## config.mk

```make
export PLATFORM = sky130hd
export DESIGN_NAME = psled_ctrl
export DESIGN_NICKNAME = d
export VERILOG_FILES = /design/src/rtl/psled_ctrl.sv
export SDC_FILE = /design/constraint.sdc
export NUM_CORES = 1
export LEC_CHECK = 0
export BUFFER_PORTS_ARGS = -buffer_cell sky130_fd_sc_hd__clkbuf_2
export CORE_UTILIZATION = 32
export CTS_BUF_LIST = sky130_fd_sc_hd__clkbuf_4 sky130_fd_sc_hd__clkbuf_8
export DETAILED_ROUTE_END_ITERATION = 8
export MAX_ROUTING_LAYER = met4
export PLACE_DENSITY = 0.51
export SKIP_LAST_GASP = 1
export SLEW_MARGIN = 25
export SYNTH_ARGS = -nofsm -noshare
export SYNTH_HDL_FRONTEND = slang
export SYNTH_SLANG_ARGS = --single-unit
export TNS_END_PERCENT = 30
```

## constraint.sdc

```tcl
create_clock -name clk_i -period 2.4 [get_ports clk_i]
set_input_delay 0.24 -clock clk_i [delete_from_list [all_inputs] [get_ports clk_i]]
set_output_delay 0.24 -clock clk_i [all_outputs]
set_load 0.02 [all_outputs]
```

## src/rtl/psled_ctrl.sv

```systemverilog
module psled_ctrl #(
  parameter bit DS3_WIDE_DUTY = 1'b1
) (
  input  logic       clk_i,
  input  logic       rst_ni,
  input  logic       tick_i,
  input  logic [1:0] pstate_i,
  input  logic [2:0] mode_s0_i,
  input  logic [2:0] mode_s3_i,
  input  logic [2:0] mode_s5_i,
  input  logic       ds3_en_i,
  input  logic       inv_dis_i,
  output logic       led_o,
  output logic       led_oe_o
);
  localparam int CW = 6;

  logic [CW-1:0] cnt_q;
  logic [CW-1:0] cnt_nx;
  logic [2:0]    mode_sel;
  logic          ds3_act;
  logic          raw;
  logic          drv_q;
  logic          oe_q;

  assign cnt_nx  = cnt_q + 1'b1;
  assign ds3_act = (pstate_i == 2'd3) && ds3_en_i;

  always_comb begin
    case (pstate_i)
      2'd0:    mode_sel = mode_s0_i;
      2'd2:    mode_sel = mode_s5_i;
      default: mode_sel = mode_s3_i;
    endcase
  end

  always_comb begin
    if (ds3_act) begin
      if (DS3_WIDE_DUTY) raw = (cnt_nx[4:3] != 2'b11);
      else               raw = (cnt_nx[4:3] == 2'b00);
    end else begin
      case (mode_sel)
        3'd2:    raw = ~cnt_nx[3];
        3'd3:    raw = ~cnt_nx[2];
        3'd4:    raw = ~cnt_nx[5];
        3'd5:    raw = ~cnt_nx[4];
        3'd6:    raw = (cnt_nx[5:4] != 2'b11);
        3'd7:    raw = (cnt_nx[4:3] != 2'b11);
        default: raw = 1'b0;
      endcase
    end
  end

  always_ff @(posedge clk_i or negedge rst_ni) begin
    if (!rst_ni) begin
      cnt_q <= '0;
      drv_q <= 1'b1;
      oe_q  <= 1'b1;
    end else if (tick_i) begin
      cnt_q <= cnt_nx;
      drv_q <= raw ^ ~inv_dis_i;
      oe_q  <= ds3_act || (mode_sel != 3'd1);
    end
  end

  assign led_o    = drv_q;
  assign led_oe_o = oe_q;
endmodule


```

# --- Word level (Yosys, flattened, before mapping) ---
# Cells that the tools add are included.
classes:
  n_reduce_logical: 3
  bitwise_logic: 6
  n_eq_ne: 11
  muxes: 3
  addsub: 1
ops:
  columns: ["operator", "n"]
  rows:
  - ["== test 3 bit, second input constant", 4]
  - ["adder 6 x 1 -> 6 bit, second input constant", 1]
  - ["== test 3 x 2 -> 1 bit, second input constant", 2]
  - ["one-hot mux 1 bit (6 select lines)", 1]
  - ["one-hot mux 3 bit (2 select lines)", 1]
  - ["NOT 1 bit", 5]
  - ["== test 2 bit, second input constant", 2]
  - ["!= test 2 bit, second input constant", 2]
  - ["!= test 3 x 1 -> 1 bit, second input constant", 1]
  - ["zero test 2 bit", 1]
  - ["logical AND 1 bit", 1]
  - ["logical OR 1 bit", 1]
  - ["two-way mux 1 bit", 1]
  - ["bitwise XOR 1 bit", 1]
totals:
  in_bits: 16
  reg_bits: 8
  out_inout_bits: 2
  elab_cells: 27

# --- Depth between registers and ports, before layout ---
logic_depth:
  ltp_word: 6
  mapped_depth: 8
  ltp_nobuf: 7

# --- Least setup slack after synthesis ---
# No wires, ideal clock.
synth_timing:
  kind: "register -> register"
  start: "register cnt_q[0]"
  end: "register drv_q (netlist: led_o)"
  t_required_ns: 2.325
  setup_slack_ns: 0.779
  n_path_buf: 0
  path_stages_with_launch: 8
  arrival_ns: 1.546
  period_less_slack_ns: 1.621
  setup_ns: 0.075
  path_cell_list: "dfrtp_1 > ha_1 > a21oi_1 > and4bb_2 > nor3_1 > xnor2_1 > a21oi_1 > mux2i_1"
synth_via:
  elab_chain_len: 5
  word_cells_on_any_way: 10
  classes_between: "add/sub: 1; eq/ne: 2; mux: 2; bitwise: 5"
synth_rtl:
  columns: ["element", "line", "source"]
  rows:
  - ["start, declared", "18", "logic [CW-1:0] cnt_q;"]
  - ["start signal, assigned", "60", "cnt_q <= cnt_nx;"]
  - ["adder 6 x 1 -> 6 bit (*)", "26", "assign cnt_nx = cnt_q + 1'b1;"]
  - ["!= test 2 bit (tied with other cells)", "39, 48", null]
  - ["one-hot mux 1 bit (6 select lines)", "42", "case (mode_sel)"]
  - ["two-way mux 1 bit (*)", "38", "if (ds3_act) begin"]
  - ["bitwise XOR 1 bit (*)", "61", "drv_q <= raw ^ ~inv_dis_i;"]
  - ["end signal, assigned", "61", null]
  - ["end, declared", "23", "logic drv_q;"]
# Mark *: on every way between the ends. The rest lies on a longest branch, timed or not.
# A chain may end at the register's enable or synchronous reset.

# --- Worst setup path after layout ---
# Same ends and word-level chain as after synthesis.

==> results.py <==
metrics = {
    "status": {
        "status": "finished clean",
    },
    "routing": {
        "drt-total-wl_mm": 1.151,
        "top_layer": "met4",
        "routedWlPerCell_um": 10.96,
        "first_iter_violations": 5,
        "wl_met3_um": 23,
        "first_pass_iters": 3,
        "vias": 506,
        "drc": 0,
        "vias_per_cell": 4.819,
        "drt-met1-wl_um": 583,
        "drtAntennaViolNets": 0,
        "wl_met2_um": 526,
    },
    "clocking": {
        "path_clk_slew_ns": 0.06,
        "post_cts_resized": 0,
        "clock-sinks": 8,
        "post-cts-setup-buffers": 0,
        "clkLatencyLatePin_ns": 0.26,
        "cts_tree": "built",
        "htreeDepth": 1,
        "cts_buffer_depth": 2,
        "cts-root-buf": "clkbuf_4",
        "numCtsBuffers": 3,
    },
    "synth": {
        "synth_area_sq_um": 638.1,
        "synth_seq_area_share_pct": 31.76,
        "synthArstFlopShare_pct": 100.0,
        "synth-edff-count": 0,
        "syn_inst": 64,
        "synth_fp_nets": 81,
        "synth_ff_type": "dfrtp_1",
        "yosys.cell_types.count": 30,
        "postSynthAreaPerCell_sq_um": 9.971,
        "synth-seq-cells": 8,
        "yosys_warnings": 0,
    },
    "global_route": {
        "grt_max_degree": 12,
        "grt_pass1_wl_mm": 1.932,
        "antenna_found_initial": 0,
        "overflow": 0,
        "grt_use_total_pct": 13.25,
        "grt_pass1_vias": 458,
    },
    "flow_run": {
        "max-cap-violations": 0,
    },
    "setup_path": {
        "end_kind": "register",
        "worst_setup_path_start_kind": "register",
        "crit_type": "register to register",
        "cp_max_fo": 6,
        "required_ns": 2.59,
        "crit_arrival_ns": 1.92,
    },
    "placement": {
        "hpwl_um": 900.7,
        "placedCellCount": 100,
        "pre_cts_slack_ns": 0.6730,
        "routabilityCongestion": 0.7566,
        "portBuffers": 17,
    },
    "layout": {
        "area_growth_pct": 20.00,
        "layout.cells.most_common_list": "17 x clkbuf_2, 9 x xnor2_1, 6 x dfrtp_1",
        "antenna_cells": 0,
        "nFillCells": 194,
        "final_cells": 105,
        "final_net_count": 98,
        "layout_commonest_cell": "clkbuf_2",
        "drive_above_1_share_pct": 38.75,
    },
    "timing": {
        "finalMaxSlewViolations": 0,
        "finalCritPeriodShare_pct": 72.12,
        "fin_crit_ns": 1.731,
        "tns_ns": 0,
        "skew_ns": 0.002061,
        "slew_headroom_pct": 81.62,
        "worstMarginPinSlew_ns": 0.2757,
        "finalHoldViolCount": 0,
        "fmax_mhz": 577.7,
        "worst_slack_ns": 0.6691,
        "rsz0062_at_grt": "false",
        "setup_violations": 0,
    },
    "floorplan": {
        "die_w_um": 46.66,
        "boundaryPins": 18,
        "dieArea_sq_mm": 0.002177,
        "start_util_pct": 35.42,
        "rows": 15,
        "coreArea_sq_mm": 0.001802,
        "die_y_um": 46.66,
    },
    "power": {
        "power_density_mw_per_mm2": 948.9,
        "ir_drop_mv": 0.5468,
        "power_leakage_uw": 0.0003265,
    },
    "hold_path": {
        "min_path_type": "input port to register",
    },
}
[metrics by stage]
step	instance area (sq um)	total power, uW	hold WS (ns)	util (%)
2_1_floorplan	638.1	551.9	-0.05559	-
3_3_place_gp	725.7	600.5	0.09958	40.28
3_5_place_dp	725.7	600.7	0.09896	40.28
4_1_cts	765.7	732.7	0.3103	42.50
5_1_grt	765.7	795.0	0.3170	42.50
6_report	765.7	726.6	0.3086	42.50
[per-layer routing]
layer	track usage, %	vias to the layer above
li1	-	259
met1	18.66	238
met2	17.78	7
met3	2.353	2
met4	6.857	0
met5	-	-
[where the power goes]
part           switching [uW]  internal (uW)  leakage [uW]
clock                    52.4           75.3     0.0000184
sequential               88.6            202     0.0000930
combinational             143            166      0.000215
total                     284            443      0.000326
[state kept, by name (all words and copies together), names as in the netlist]
name	flops
led_o	1
led_oe_o	1
cnt_q	6
[final cells by class]
type | count | area, sq um | share of cell area (%)
multi-input cells | 49 | 402.9 | 52.61
flip-flops and latches | 8 | 202.7 | 26.47
repair buffers | 18 | 95.09 | 12.42
well taps | 25 | 31.28 | 4.085
clock buffers | 4 | 30.03 | 3.922
inverters | 1 | 3.754 | 0.4902
[cell usage after synthesis (2+ instances only)]
master / n / area share (%)
a21oi_1: 3 / 2.4
mux2_2: 3 / 5.3
nand2_1: 2 / 1.2
clkbuf_1: 3 / 1.8
dfstp_2: 2 / 8.2
mux2i_1: 2 / 3.1
dfrtp_1: 6 / 24
xnor2_1: 9 / 12
nor2_1: 4 / 2.4
buf_2: 2 / 1.6
nand4_1: 3 / 2.9
nand3_1: 4 / 3.1
mux2i_4: 2 / 7.1
xor2_1: 3 / 4.1
[critical path: stages (launching register included)]
cell and delay (ns):
dfrtp_1 0.41, ha_1 0.29, a21oi_1 0.13, and4bb_2 0.25, nor3_1 0.22, xnor2_1 0.15, a21oi_1 0.08, mux2i_1 0.13
[worst paths after layout]
check | from | endpoint | depth (start not counted) | slack [ns]
hold / removal | ds3_en_i | led_oe_o | 3 | 0.31
min in group asynchronous | rst_ni | cnt_q[2] | 2 | 0.36
hold reg to reg | led_oe_o | led_oe_o | 2 | 0.49
setup reg to reg | cnt_q[0] | led_o | 7 | 0.67
setup / recovery | cnt_q[0] | led_o | 7 | 0.67
max in group asynchronous | rst_ni | led_oe_o | 2 | 1.80
[cell families (layout without fill, tap and decap cells)]
family          count (synthesis)  after routing  share of synthesized area [%]
compound gates                 10             10                          11.37
xor+xnor                       12             12                          16.47
fa+ha+maj                       1              1                          1.960
buf+inv                         7             23                          5.098
flops                           8              8                          31.76
mux                             8              8                          17.84
simple gates                   18             18                          15.49
[repair_timing]
| action | in CTS | in global routing |
|---|---|---|
| hold endpoints to repair | 6 | 0 |
| setup endpoints to repair | 0 | 0 |
| hold buffers | 1 | 0 |
(Power assumes the default switching activity.)
